File: src/rtl/osd_sel_pkg.sv
// Package: shared source-select type for the fast-blank output selector.
// Assumes: nothing beyond IEEE 1800-2017.
package osd_sel_pkg;

    typedef enum logic [2:0] {
        SRC_VIDEO   = 3'd0,
        SRC_OSD_ON  = 3'd1,
        SRC_OSD_OFF = 3'd2,
        SRC_SEMI    = 3'd3,
        SRC_BLANK   = 3'd4
    } src_e;

endpackage

File: src/rtl/osd_src_decode.sv
// Module: osd_src_decode
// Decides, per channel, which source drives the output level this pixel.
// Assumes: blanking outranks overlay, overlay outranks picture; the
// see-through code is matched on all channel bits together.
module osd_src_decode
    import osd_sel_pkg::*;
#(
    parameter int          NCH       = 3,
    parameter logic [NCH-1:0] SEMI_CODE = 3'b101
) (
    input  logic           fblank_i,
    input  logic           blank_i,
    input  logic           semi_en_i,
    input  logic [NCH-1:0] osd_bits_i,
    output src_e           src_o [NCH]
);

    logic see_through;

    // Purpose: detect the single overlay code shown as half video.
    always_comb begin
        see_through = semi_en_i && (osd_bits_i == SEMI_CODE);
    end

    for (genvar n = 0; n < NCH; n++) begin : g_ch
        // Purpose: priority choice of the source for channel n.
        always_comb begin
            if (blank_i)
                src_o[n] = SRC_BLANK;
            else if (!fblank_i)
                src_o[n] = SRC_VIDEO;
            else if (see_through)
                src_o[n] = SRC_SEMI;
            else if (osd_bits_i[n])
                src_o[n] = SRC_OSD_ON;
            else
                src_o[n] = SRC_OSD_OFF;
        end
    end

endmodule

File: src/rtl/osd_chan_level.sv
// Module: osd_chan_level
// Combinational level for one channel from its chosen source.
// Assumes: VID_W and BRT_W do not exceed LVL_W; osd_amp_i and blank_lvl_i
// are already limited to LVL_W bits by the caller.
module osd_chan_level
    import osd_sel_pkg::*;
#(
    parameter int VID_W = 8,
    parameter int BRT_W = 8,
    parameter int LVL_W = 10
) (
    input  src_e             src_i,
    input  logic [VID_W-1:0] video_i,
    input  logic [BRT_W-1:0] bright_i,
    input  logic [LVL_W-1:0] black_i,
    input  logic [LVL_W-1:0] osd_amp_i,
    input  logic [LVL_W-1:0] blank_lvl_i,
    output logic [LVL_W-1:0] level_o
);

    localparam int SUM_W = LVL_W + 2;
    localparam logic [SUM_W-1:0] LVL_MAX = SUM_W'((1 << LVL_W) - 1);

    logic [LVL_W-1:0] term;
    logic [SUM_W-1:0] sum;

    // Purpose: pick the signal term that rides on the pedestal.
    always_comb begin
        unique case (src_i)
            SRC_VIDEO:  term = LVL_W'(video_i);
            SRC_SEMI:   term = LVL_W'(video_i >> 1);
            SRC_OSD_ON: term = osd_amp_i;
            default:    term = '0;
        endcase
    end

    // Purpose: pedestal plus term, clamped, or the blanking level.
    always_comb begin
        sum = SUM_W'(black_i) + SUM_W'(bright_i) + SUM_W'(term);
        if (src_i == SRC_BLANK)
            level_o = blank_lvl_i;
        else if (sum > LVL_MAX)
            level_o = LVL_MAX[LVL_W-1:0];
        else
            level_o = sum[LVL_W-1:0];
    end

endmodule

File: src/rtl/osd_fb_selector.sv
// Module: osd_fb_selector (top)
// Per-pixel output selector for NCH colour channels: picture, overlay
// colour, see-through half video or blanking, registered once.
// Assumes: overlay amplitude = gain code * OSD_STEP; blanking level is
// black minus BLANK_OFS, floored at zero.
module osd_fb_selector
    import osd_sel_pkg::*;
#(
    parameter int             NCH       = 3,
    parameter int             VID_W     = 8,
    parameter int             BRT_W     = 8,
    parameter int             OSDC_W    = 4,
    parameter int             LVL_W     = 10,
    parameter int             OSD_STEP  = 16,
    parameter int             BLANK_OFS = 32,
    parameter logic [NCH-1:0] SEMI_CODE = 3'b101
) (
    input  logic                 clk,
    input  logic                 rst_n,
    input  logic                 fblank_i,
    input  logic                 blank_i,
    input  logic                 semi_en_i,
    input  logic [NCH-1:0]       osd_bits_i,
    input  logic [OSDC_W-1:0]    osd_gain_i,
    input  logic [BRT_W-1:0]     bright_i,
    input  logic [LVL_W-1:0]     black_i,
    input  logic [NCH*VID_W-1:0] video_i,
    output logic [NCH*LVL_W-1:0] level_o
);

    localparam int LVL_MAX = (1 << LVL_W) - 1;

    src_e             src   [NCH];
    logic [LVL_W-1:0] lvl_d [NCH];
    logic [LVL_W-1:0] lvl_q [NCH];
    logic [31:0]      amp_full;
    logic [LVL_W-1:0] osd_amp;
    logic [LVL_W-1:0] blank_lvl;

    // Purpose: overlay amplitude from gain code, clamped to the level range.
    always_comb begin
        amp_full = 32'(osd_gain_i) * 32'(OSD_STEP);
        osd_amp  = (amp_full > 32'(LVL_MAX)) ? LVL_W'(LVL_MAX) : amp_full[LVL_W-1:0];
    end

    // Purpose: blanking level below black, floored at zero.
    always_comb begin
        blank_lvl = (32'(black_i) > 32'(BLANK_OFS)) ? (black_i - LVL_W'(BLANK_OFS)) : '0;
    end

    osd_src_decode #(
        .NCH       (NCH),
        .SEMI_CODE (SEMI_CODE)
    ) u_decode (
        .fblank_i   (fblank_i),
        .blank_i    (blank_i),
        .semi_en_i  (semi_en_i),
        .osd_bits_i (osd_bits_i),
        .src_o      (src)
    );

    for (genvar n = 0; n < NCH; n++) begin : g_ch
        osd_chan_level #(
            .VID_W (VID_W),
            .BRT_W (BRT_W),
            .LVL_W (LVL_W)
        ) u_level (
            .src_i       (src[n]),
            .video_i     (video_i[n*VID_W +: VID_W]),
            .bright_i    (bright_i),
            .black_i     (black_i),
            .osd_amp_i   (osd_amp),
            .blank_lvl_i (blank_lvl),
            .level_o     (lvl_d[n])
        );

        // Purpose: one pipeline register per channel, cleared by reset.
        always_ff @(posedge clk) begin
            if (!rst_n)
                lvl_q[n] <= '0;
            else
                lvl_q[n] <= lvl_d[n];
        end

        assign level_o[n*LVL_W +: LVL_W] = lvl_q[n];

        // blanking drives every channel to the same level.
        a_r7_blank_uniform: assert property (@(posedge clk) disable iff (!rst_n)
            blank_i |=> (lvl_q[n] == lvl_q[0]));

        // all overlay bits clear (and not the see-through code) gives one shared pedestal.
        a_r3_dark_uniform: assert property (@(posedge clk) disable iff (!rst_n)
            (fblank_i && !blank_i && osd_bits_i == '0 && !(semi_en_i && SEMI_CODE == '0))
            |=> (lvl_q[n] == lvl_q[0]));
    end

    // blanking level never exceeds black.
    a_r7_below_black: assert property (@(posedge clk) disable iff (!rst_n)
        blank_i |=> (lvl_q[0] <= $past(black_i)));

    // the picture never falls below black.
    a_r1_video_floor: assert property (@(posedge clk) disable iff (!rst_n)
        (!fblank_i && !blank_i) |=> (lvl_q[0] >= $past(black_i)));

    // reset clears the outputs on the next edge.
    a_r10_reset_clear: assert property (@(posedge clk)
        !rst_n |=> (level_o == '0));

endmodule

File: config.mk
export PLATFORM = sky130hd
export DESIGN_NAME = osd_fb_selector
export DESIGN_NICKNAME = d
export VERILOG_FILES = /design/src/rtl/osd_sel_pkg.sv /design/src/rtl/osd_src_decode.sv /design/src/rtl/osd_chan_level.sv /design/src/rtl/osd_fb_selector.sv
export SDC_FILE = /design/constraint.sdc
export NUM_CORES = 1
export LEC_CHECK = 0
export BUFFER_PORTS_ARGS = -buffer_cell sky130_fd_sc_hd__buf_2
export CORE_MARGIN = 2
export CORE_UTILIZATION = 54
export DETAILED_ROUTE_END_ITERATION = 10
export HOLD_SLACK_MARGIN = 0.15
export PLACE_DENSITY = 0.92
export SYNTH_ARGS = -nofsm -noshare
export SYNTH_HDL_FRONTEND = slang
export SYNTH_SLANG_ARGS = --single-unit
File: constraint.sdc
create_clock -name clk -period 5.1 [get_ports clk]
set_input_delay 1.275 -clock clk [delete_from_list [all_inputs] [get_ports clk]]
set_output_delay 1.275 -clock clk [all_outputs]
set_load 0.02 [all_outputs]
### Word level (Yosys, flattened, before mapping)

Memories as Yosys holds them, arrays and structs flattened.
Cells that the tools add are included.

* reductions and logical operators: 4
* bitwise operators: 3
* add/subtract/negate cells: 5
* equal/unequal tests: 10
* muxes and demuxes: 27
* magnitude comparators: 4

Operators with widths (count)
* 10-bit two-way mux: 10
* 8-bit one-hot mux with 3 select lines: 3
* 12-bit by 8-bit adder with 12-bit output: 3
* 12-bit by 10-bit greater-than comparator with 1-bit output, second input constant: 3
* 3-bit two-way mux: 9
* 3-bit == test, second input constant: 4
* 10-bit by 8-bit adder with 11-bit output: 1
* 10-bit by 6-bit greater-than comparator with 1-bit output, second input constant: 1
* 10-bit by 6-bit subtractor with 10-bit output, second input constant: 1
* 3-bit by 1-bit == test with 1-bit output, second input constant: 3
* 3-bit by 2-bit == test with 1-bit output, second input constant: 3
* 3-bit zero test: 3
* 2-bit two-way mux: 3
* 1-bit bitwise OR: 3
* 1-bit two-way mux: 2
* 1-bit logical AND: 1

* memory bits (writable): 30
* bits of input ports: 54
* memories kept: 1
* logic and storage cells: 54
* register bits after elaboration: 0

Memories
* lvl_q: depth 3, width 10, rd ports 3, clocked after memory_dff 0, wr ports 3, RTL line osd_fb_selector.sv:35 `logic [LVL_W-1:0] lvl_q [NCH];`

### Logic depth before layout (Yosys ltp)

Gate-level depths: netlist of run 1.

* depth in word-level cells: 12
* mapped depth: 14
* depth with buffers taken out: 14

### Modules after synthesis

From an unflattened synthesis of run 1, not the netlist that was laid out.

* cell total of the unflattened synthesis: 462
* area, all modules: 4062.6 µm²

Modules (own cells, without submodules)
* osd_chan_level (g_ch[2].u_level): cells an instance 122, instances 1, area each 1022.2 µm²
* osd_chan_level (g_ch[0].u_level): cells an instance 126, instances 1, area each 1012.2 µm²
* osd_fb_selector: cells an instance 93, instances 1, area each 988.4 µm²
* osd_chan_level (g_ch[1].u_level): cells an instance 106, instances 1, area each 949.7 µm²
* osd_src_decode: cells an instance 15, instances 1, area each 90.1 µm²

### Least setup slack after synthesis of run 1

Ideal clock, no wire load.

* path type: input-to-reg
* from: input port bright_i[0]
* to: memory lvl_q[2][9]
* path slack: 1033 ps
* data arrival time: 3947 ps
* library setup time: 120 ps
* data required time: 4980 ps
* buffers on the path: 0
* stages: 13
* cells stage by stage: ha_1 > inv_1 > fa_1 > nand2b_1 > a21oi_2 > nor2_1 > xnor2_1 > ha_1 > a211o_1 > o211ai_1 > nand2_1 > o31a_1 > o31a_1

RTL lines
* start, declared: RTL line osd_fb_selector.sv:25 `input logic [BRT_W-1:0] bright_i,`
* end, declared: RTL line osd_fb_selector.sv:35

==> flow_metrics.env, run 1 <==
export IMPL_async_flop_share=0
export IMPL_cellPowerDensity_nw_per_um2=265
export IMPL_cts_root_buf="clkbuf_8"
export IMPL_dp_hpwl_um=7430
export IMPL_relSlewSlack=0.594
export IMPL_setup_violations=0
export IMPL_cts_hold_buffers=0
export IMPL_wl_per_cell_um=16.8
export IMPL_cts_buffers_inserted=5
export IMPL_status="completed"
export IMPL_routed_wl_met2_um=4360
export IMPL_cts_tree="built"
export IMPL_cts_sinks=30
export IMPL_ys_seq_elements=30
export IMPL_cpLargestDelayFamily="simple AND/OR/NAND/NOR gates"
export IMPL_port_buffers=83
export IMPL_syn_area_um2=3120
export IMPL_cpMaxStageDelayCell="nor2_1"
export IMPL_drcViolationCount=0
export IMPL_cpMostUsedCell="inv_1"
export IMPL_syn_num_nets=481
export IMPL_synth_top_family_by_area="compound AO/OA/AOI/OAI gates"
export IMPL_cp_end_kind="flip-flop"
export IMPL_synth_compound_area_share=0.309
export IMPL_seq_area_um2=601
export IMPL_vdd_drop_max_uv=178
export IMPL_crit_path_cell_trace="buf_2 > inv_1 > nand2_1 > nor2_1 > a22o_1 > ha_1 > inv_1 > fa_1 > nor2b_1 > o31a_1 > nor4_1 > o21bai_1 > nand3_2 > a41oi_1"
export IMPL_largest_register="lvl_q"
export IMPL_die_x_um=80.1
export IMPL_largest_reg_flops=30
export IMPL_avgSynthCellArea_um2=8.01
export IMPL_max_stage_delay_ns=0.48
export IMPL_grt_max_degree=32
export IMPL_synth_xor_area_frac=0.0673
export IMPL_overflow=0
export IMPL_grt_use_total=0.292
export IMPL_area_growth_pct=16.7
export IMPL_vias_per_cell=6.29
export IMPL_final_core_util=0.658
export IMPL_yosysSeqAreaShare=0.192
export IMPL_start_kind="input port"
export IMPL_final_cell_area_um2=3650
export IMPL_grt_setup_unrepaired="no"
export IMPL_synthAdderAreaFrac=0.158
export IMPL_first_pass_iters=5
export IMPL_fin_crit_ns=4.21
export IMPL_final_common_cell="buf_2"
export IMPL_finalSetupTns_ns=0
export IMPL_nets=559
export IMPL_place_congestion=0.962
export IMPL_rows=27
export IMPL_clock_fmax_ghz=0.237
export IMPL_multi_input_area_um2=2360
export IMPL_ant_nets=0
export IMPL_worst_hold_path_type="input port to flip-flop"
export IMPL_grt_pass1_wl_um=14600
export IMPL_crit_arrival_ns=4.40
export IMPL_cp_required_ns=5.29
export IMPL_grt_pass1_vias=3172
export IMPL_yosys_warnings=0
export IMPL_slew_violations=0
export IMPL_final_cell_mix="83 x buf_2, 33 x ha_1, 32 x nor2_1"
export IMPL_p_leak_nw=1.69
export IMPL_drive_gt1_frac=0.241
export IMPL_crit_type="input port to flip-flop"
export IMPL_hold_viol=0
export IMPL_coreArea_um2=5540
export IMPL_top_regs="lvl_q (30)"
export IMPL_synth_cells=390
export IMPL_worst_slew_pin_slew_ns=0.603
export IMPL_fill_cells=488
export IMPL_met1Wirelength_um=3600
export IMPL_worstPathMaxFanout=9
export IMPL_clkTransAtPathRegs_ns=0.06
export IMPL_postCtsSetupBuffers=0
export IMPL_dieArea_um2=6410
export IMPL_clockBufferDepth=2
export IMPL_num_antenna_cells=0
export IMPL_dr_first_iter_drc_count=327
export IMPL_routed_wl_um=9090
export IMPL_top_layer="met4"
export IMPL_initial_core_util=0.564
export IMPL_boundaryPins=84
export IMPL_cap_violations=0
export IMPL_wl_met3_um=836
export IMPL_die_h_um=80.1
export IMPL_place_area_um2=3550
export IMPL_synth_edf_count=0
export IMPL_crit_buf_inv=3
export IMPL_cts_htree_levels=2
export IMPL_vias=3402
export IMPL_synth_mux_area_frac=0.0108
export IMPL_antenna_found_initial=0
export IMPL_finalCritPeriodShare=0.826
export IMPL_synth_cell_types=64
export IMPL_cts_resized=0
export IMPL_synth_ff_type="dfxtp_1"
export IMPL_synth_simple_area_share=0.210
routing by layer:
layer	track usage	vias up
met3	0.0539	24
met5	0	-
li1	-	1628
met2	0.504	196
met1	0.356	1554
met4	0.119	0
tightest hold or removal path, stage by stage:
cell and delay, ns:
buf_2 0.17, nand2_1 0.12, a31oi_1 0.05
metrics by stage:
stage          hold slack, ns  total power, mW  worst slack (ns)  instances
3_3_place_gp             1.65            0.754             0.768        533
4_1_cts                  1.37            0.960             0.977        541
2_1_floorplan            1.49            0.636              1.03        390
6_report                 1.38            0.966             0.887        541
3_5_place_dp             1.67            0.766             0.670        533
5_1_grt                  1.37             1.03             0.650        541
report_power, final:
group / switching [mW] / internal (mW) / total, mW
clock network: 0.0844 / 0.109 / 0.193
logic: 0.303 / 0.197 / 0.500
registers: 0.00638 / 0.266 / 0.273
logic make-up after synthesis:
logic type | count (synthesis)
buffers and inverters | 35
XOR/XNOR | 24
AO/OA/AOI/OAI | 133
adder cells (fa/ha/maj) | 37
AND/OR/NAND/NOR | 128
flip-flops | 30
multiplexers | 3
layout make-up:
cell class / count / share of cell area
Clock buffer: 7 / 0.0237
Clock inverter: 1 / 0.00137
Inverter: 22 / 0.0226
Multi-Input combinational cell: 325 / 0.647
Sequential cell: 30 / 0.165
Tap cell: 72 / 0.0247
Timing Repair Buffer: 84 / 0.116
synth_stat cells (8+ instances only):
library cell	number	area share
o211ai_1	8	0.019
nand3_1	16	0.026
xnor2_1	12	0.034
o21ai_0	19	0.030
a31oi_1	14	0.028
ha_1	33	0.13
inv_1	21	0.025
a21oi_1	29	0.046
nand2b_1	18	0.036
nor2_1	32	0.038
xor2_1	12	0.034
a41oi_1	11	0.031
dfxtp_1	30	0.19
nand2_1	26	0.031
path summary, 6_finish.rpt:
path	cells after the start	startpoint	to
worst max-delay path	14	blank_i	lvl_q[1][3]
worst min-delay path	3	rst_n	lvl_q[2][0]
(Power assumes the default switching activity.)
==> run 2, diff against run 1 <==
--- a/config.mk
+++ b/config.mk
@@ -5,12 +5,13 @@
 export SDC_FILE = /design/constraint.sdc
 export NUM_CORES = 1
 export LEC_CHECK = 0
+export ABC_AREA = 1
 export BUFFER_PORTS_ARGS = -buffer_cell sky130_fd_sc_hd__buf_2
 export CORE_MARGIN = 2
-export CORE_UTILIZATION = 54
+export CORE_UTILIZATION = 49
 export DETAILED_ROUTE_END_ITERATION = 10
 export HOLD_SLACK_MARGIN = 0.15
-export PLACE_DENSITY = 0.92
+export PLACE_DENSITY = 0.88
 export SYNTH_ARGS = -nofsm -noshare
 export SYNTH_HDL_FRONTEND = slang
 export SYNTH_SLANG_ARGS = --single-unit
==> constraint.sdc (replaced) <==
create_clock -name clk -period 3.7 [get_ports clk]
set_input_delay 0.925 -clock clk [delete_from_list [all_inputs] [get_ports clk]]
set_output_delay 0.925 -clock clk [all_outputs]
set_load 0.02 [all_outputs]
==> flow_metrics.env, run 2 <==
export IMPL_ys_seq_elements=30
export IMPL_grt_setup_unrepaired="yes"
export IMPL_dp_hpwl_um=7150
export IMPL_rows=28
export IMPL_synth_commonest_cells="129 x nand2_1, 68 x inv_1, 50 x a21oi_1"
export IMPL_worst_slew_pin_slew_ns=0.861
export IMPL_cts_root_buf="clkbuf_8"
export IMPL_synth_cell_types=35
export IMPL_yosysTopAreaCellShare=0.195
export IMPL_yosysTopAreaCell="dfxtp_1"
export IMPL_die_h_um=83.2
export IMPL_slew_violations=0
export IMPL_synth_edf_count=0
export IMPL_clockBufferDepth=2
export IMPL_yosys_warnings=0
export IMPL_dp_slack_ns=-0.103
export IMPL_dr_first_iter_drc_count=181
export IMPL_cp_required_ns=3.81
export IMPL_boundaryPins=84
export IMPL_wl_per_cell_um=13.0
export IMPL_crit_type="input port to flip-flop"
export IMPL_drcViolationCount=0
export IMPL_yosys_top_cells_area="dfxtp_1 20%, nand2_1 16%, ha_1 13%, inv_1 8.3%, a21oi_1 8.1%"
export IMPL_instances_no_fill=643
export IMPL_finalSetupTns_ns=0
export IMPL_die_x_um=83.2
export IMPL_async_flop_share=0
export IMPL_cts_tree="built"
export IMPL_drive_gt1_frac=0.224
export IMPL_worstPathMaxFanout=4
export IMPL_cts_buffers_inserted=5
export IMPL_final_core_util=0.627
export IMPL_largest_register="lvl_q"
export IMPL_cts_resized=0
export IMPL_grt_max_degree=32
export IMPL_place_inst=635
export IMPL_vias_per_cell=5.13
export IMPL_fin_ws_ns=0.216
export IMPL_clkTransAtPathRegs_ns=0.06
export IMPL_start_kind="input port"
export IMPL_first_pass_iters=4
export IMPL_finalPower_mw=1.37
export IMPL_place_congestion=0.954
export IMPL_initial_core_util=0.514
export IMPL_cts_htree_levels=2
export IMPL_num_antenna_cells=0
export IMPL_area_growth_pct=22.0
export IMPL_clock_fmax_ghz=0.287
export IMPL_final_common_cell="nand2_1"
export IMPL_avgSynthCellArea_um2=6.49
export IMPL_worstHoldPathCells=3
export IMPL_worst_hold_path_type="input port to flip-flop"
export IMPL_final_cell_mix="129 x nand2_1, 83 x buf_2, 68 x inv_1"
export IMPL_postCtsSetupBuffers=0
export IMPL_finalCritPeriodShare=0.942
export IMPL_syn_area_um2=3080
export IMPL_vdd_drop_max_uv=351
export IMPL_setup_violations=0
export IMPL_hold_viol=0
export IMPL_relSlewSlack=0.425
export IMPL_coreArea_um2=5990
export IMPL_ant_nets=0
export IMPL_grt_pass1_wl_um=13700
export IMPL_top_regs="lvl_q (30)"
export IMPL_syn_num_nets=565
export IMPL_cts_sinks=30
export IMPL_antenna_found_initial=0
export IMPL_port_buffers=83
export IMPL_fin_crit_ns=3.48
export IMPL_cap_violations=0
export IMPL_yosysMostFrequentCell="nand2_1"
export IMPL_overflow=0
export IMPL_p_leak_nw=2.08
export IMPL_grt_pass1_vias=2960
export IMPL_largest_reg_flops=30
export IMPL_cp_end_kind="flip-flop"
export IMPL_dieArea_um2=6930
export IMPL_vias=3298
export IMPL_crit_arrival_ns=3.60
export IMPL_cts_hold_buffers=0
export IMPL_synth_cells=474
export IMPL_grt_use_total=0.238
export IMPL_nets=658
export IMPL_routed_wl_um=8340
export IMPL_status="completed"
export IMPL_cellPowerDensity_nw_per_um2=364
export IMPL_yosysSeqAreaShare=0.195
export IMPL_synth_ff_type="dfxtp_1"
run 2: cell types whose count changed after synthesis, moves of 11 or more:
cell	before	now
inv_1	21	68
nand2b_1	18	0
a31oi_1	14	2
a21oi_1	29	50
a41oi_1	11	0
nand2_1	26	129
run 2: final timing paths:
check / from / endpoint / slack [ns]
max: black_i[0] / lvl_q[1][7] / 0.22
min: black_i[1] / lvl_q[2][1] / 1.07
run 2: kinds of logic (layout without fill, tap and decap cells):
kind of cell / count (synthesis) / in the layout / synth area share
buf+inv: 82 / 176 / 0.102
compound gates: 106 / 106 / 0.194
fa+ha+maj: 37 / 37 / 0.160
xor+xnor: 27 / 27 / 0.0769
simple gates: 192 / 192 / 0.271
flops: 30 / 30 / 0.195
run 2: metrics by stage:
step / cell area, um^2 / hold slack, ns
3_5_place_dp: 3640 / 1.34
2_1_floorplan: 3080 / 1.12
5_1_grt: 3750 / 1.06
3_3_place_gp: 3640 / 1.34
6_report: 3750 / 1.07
4_1_cts: 3730 / 1.05
run 2: layer usage:
metal	global-route usage	routed length [um]	up-vias
li1	-	-	1735
met1	0.323	3920	1420
met2	0.399	3740	135
met3	0.0328	592	8
met4	0.0551	84	0
met5	0	0	-
run 2: layout make-up:
type	count	area (um^2)
Clock inverter	1	5.00
Sequential cell	30	601
Tap cell	75	93.8
Fill cell	560	2240
Clock buffer	7	86.3
Timing Repair Buffer	96	513
Multi-Input combinational cell	362	2180
Inverter	72	270
run 2: power breakdown:
part	leakage (nW)	total (mW)	internal, mW	switching, mW
registers	0.250	0.372	0.364	0.00844
logic	1.78	0.736	0.282	0.454
clock network	0.0482	0.258	0.149	0.108
total	2.08	1.37	0.796	0.571
run 2: critical path, cell delays in order:
cell     delay [ns]
buf_2          0.11
ha_1           0.16
inv_1          0.06
fa_1           0.40
inv_1          0.07
nand2_1        0.05
nand2_1        0.08
nand2_1        0.08
nor2_1         0.10
nor2_1         0.08
xnor2_2        0.27
ha_1           0.33
nand2_1        0.11
inv_1          0.04
a21oi_1        0.13
nand2_1        0.07
or2_2          0.27
nand2_1        0.07
nand2_1        0.05
nand2_1        0.06
a21oi_1        0.08
==> run 3, diff against run 2 <==
--- a/config.mk
+++ b/config.mk
@@ -5,7 +5,6 @@
 export SDC_FILE = /design/constraint.sdc
 export NUM_CORES = 1
 export LEC_CHECK = 0
-export ABC_AREA = 1
 export BUFFER_PORTS_ARGS = -buffer_cell sky130_fd_sc_hd__buf_2
 export CORE_MARGIN = 2
 export CORE_UTILIZATION = 49
==> flow_metrics.env, run 3 (synthesis gave the netlist of run 1 again) <==
export IMPL_pwr_share_clk=0.187
export IMPL_swShare=0.398
export IMPL_place_area_um2=3900
export IMPL_cts_hold_buffers=0
export IMPL_start_kind="input port"
export IMPL_place_congestion=0.957
export IMPL_grt_max_degree=26
export IMPL_fin_ws_ns=0.141
export IMPL_dp_hpwl_um=8070
export IMPL_largest_register="lvl_q"
export IMPL_crit_type="input port to flip-flop"
export IMPL_num_antenna_cells=0
export IMPL_intPower_uw=870
export IMPL_nets=600
export IMPL_rows=29
export IMPL_grt_use_total=0.270
export IMPL_max_stage_delay_ns=0.39
export IMPL_hold_viol=0
export IMPL_first_pass_iters=6
export IMPL_final_cell_area_um2=4010
export IMPL_clkTransAtPathRegs_ns=0.06
export IMPL_worstPathMaxFanout=8
export IMPL_clock_fmax_ghz=0.281
export IMPL_overflow=0
export IMPL_vdd_drop_max_uv=279
export IMPL_p_comb_frac=0.553
export IMPL_area_growth_pct=28.3
export IMPL_cap_violations=0
export IMPL_finalCritPeriodShare=0.962
export IMPL_cts_buffers_inserted=5
export IMPL_cpLargestDelayFamily="compound AO/OA/AOI/OAI gates"
export IMPL_dr_first_iter_drc_count=291
export IMPL_cts_root_buf="clkbuf_8"
export IMPL_crit_arrival_ns=3.76
export IMPL_clockBufferDepth=2
export IMPL_boundaryPins=84
export IMPL_final_cell_mix="83 x buf_2, 41 x buf_4, 33 x ha_1"
export IMPL_wl_per_cell_um=16.5
export IMPL_cts_sinks=30
export IMPL_port_buffers=83
export IMPL_die_h_um=83.9
export IMPL_crit_path_cell_trace="buf_2 > ha_1 > inv_1 > fa_1 > nand2b_4 > nand2b_1 > a21oi_1 > xnor2_1 > buf_4 > ha_1 > o21a_1 > o31a_1 > nor4_1 > o21bai_1 > nand3_2 > a41oi_1"
export IMPL_slew_violations=0
export IMPL_cts_htree_levels=2
export IMPL_drive_gt1_frac=0.310
export IMPL_dieArea_um2=7030
export IMPL_initial_core_util=0.501
export IMPL_cpMaxStageDelayCell="fa_1"
export IMPL_die_x_um=83.9
export IMPL_status="completed"
export IMPL_grt_pass1_vias=3330
export IMPL_dp_slack_ns=-0.120
export IMPL_fin_crit_ns=3.56
export IMPL_power_switching_uw=574
export IMPL_coreArea_um2=6240
export IMPL_fill_cells=578
export IMPL_seq_power_share=0.260
export IMPL_top_regs="lvl_q (30)"
export IMPL_antenna_found_initial=0
export IMPL_p_leak_nw=1.91
export IMPL_relSlewSlack=0.590
export IMPL_drcViolationCount=0
export IMPL_grt_setup_unrepaired="yes"
export IMPL_cp_required_ns=3.90
export IMPL_cp_end_kind="flip-flop"
export IMPL_worst_slew_pin_slew_ns=0.612
export IMPL_worst_hold_path_type="input port to flip-flop"
export IMPL_routed_wl_um=9660
export IMPL_crit_buf_inv=3
export IMPL_cts_tree="built"
export IMPL_final_common_cell="buf_2"
export IMPL_cpMostUsedCell="ha_1"
export IMPL_ant_nets=0
export IMPL_vias=3579
export IMPL_vias_per_cell=6.10
export IMPL_largest_reg_flops=30
export IMPL_setup_violations=0
export IMPL_cellPowerDensity_nw_per_um2=360
export IMPL_grt_pass1_wl_um=15500
-- run 3: changes by cell type in the layout (fill, tap and decap cells not counted), sizes merged, moves of 6 or more --
cell and change:
o22ai -7, o221ai -6, o21ai -10, a41oi +11, inv -51, nand2b +18, buf +29, a21oi -20
a21o +8, nand2 -110, a31oi +12
-- run 3: power groups by stage --
stage / combinational, mW / clock, mW / sequential, mW
after floorplan: 0.438 / 0 / 0.442
after global placement: 0.753 / 0 / 0.383
after detailed placement: 0.774 / 0 / 0.384
after CTS: 0.779 / 0.271 / 0.377
after global routing: 0.863 / 0.289 / 0.380
final: 0.798 / 0.270 / 0.376
-- run 3: through the flow --
| step | utilization | TNS, ns | hold WS (ns) | std cells | total power, mW |
|---|---|---|---|---|---|
| floorplan | - | 0 | 1.14 | 390 | 0.880 |
| global placement | 0.624 | 0 | 1.31 | 579 | 1.14 |
| detailed placement | 0.624 | -1.74 | 1.32 | 579 | 1.16 |
| CTS | 0.639 | 0 | 1.03 | 587 | 1.43 |
| global route | 0.642 | -0.0572 | 1.04 | 587 | 1.53 |
| finish | 0.642 | 0 | 1.03 | 587 | 1.44 |
-- run 3: layout make-up --
| class | instances | area [um^2] | area share |
|---|---|---|---|
| Multi-Input combinational cell | 325 | 2390 | 0.597 |
| Timing Repair Buffer | 125 | 743 | 0.185 |
| Sequential cell | 30 | 601 | 0.150 |
| Tap cell | 77 | 96.3 | 0.0240 |
| Clock buffer | 7 | 86.3 | 0.0215 |
| Inverter | 22 | 82.6 | 0.0206 |
| Clock inverter | 1 | 5.00 | 0.00125 |
-- run 3: worst paths after layout --
| path | start | end | slack (ns) | cells past startpoint |
|---|---|---|---|---|
| worst min-delay path | rst_n | lvl_q[2][2] | 1.03 | 3 |
| worst max-delay path | black_i[0] | lvl_q[1][1] | 0.14 | 16 |
-- run 3: layer usage --
layer,GRT usage,up-vias,share of wire
met3,0.0356,34,0.078
li1,-,1698,-
met1,0.334,1672,0.41
met4,0.101,0,0.033
met5,0,-,0
met2,0.475,175,0.48
-- run 3: timing repair --
| action | 4_1_cts | 5_1_grt |
|---|---|---|
| hold endpoints to repair | 0 | 0 |
| gates resized for setup | 0 | 5 |
| endpoints found under the setup margin | 0 | 18 |
| setup buffers | 0 | 0 |
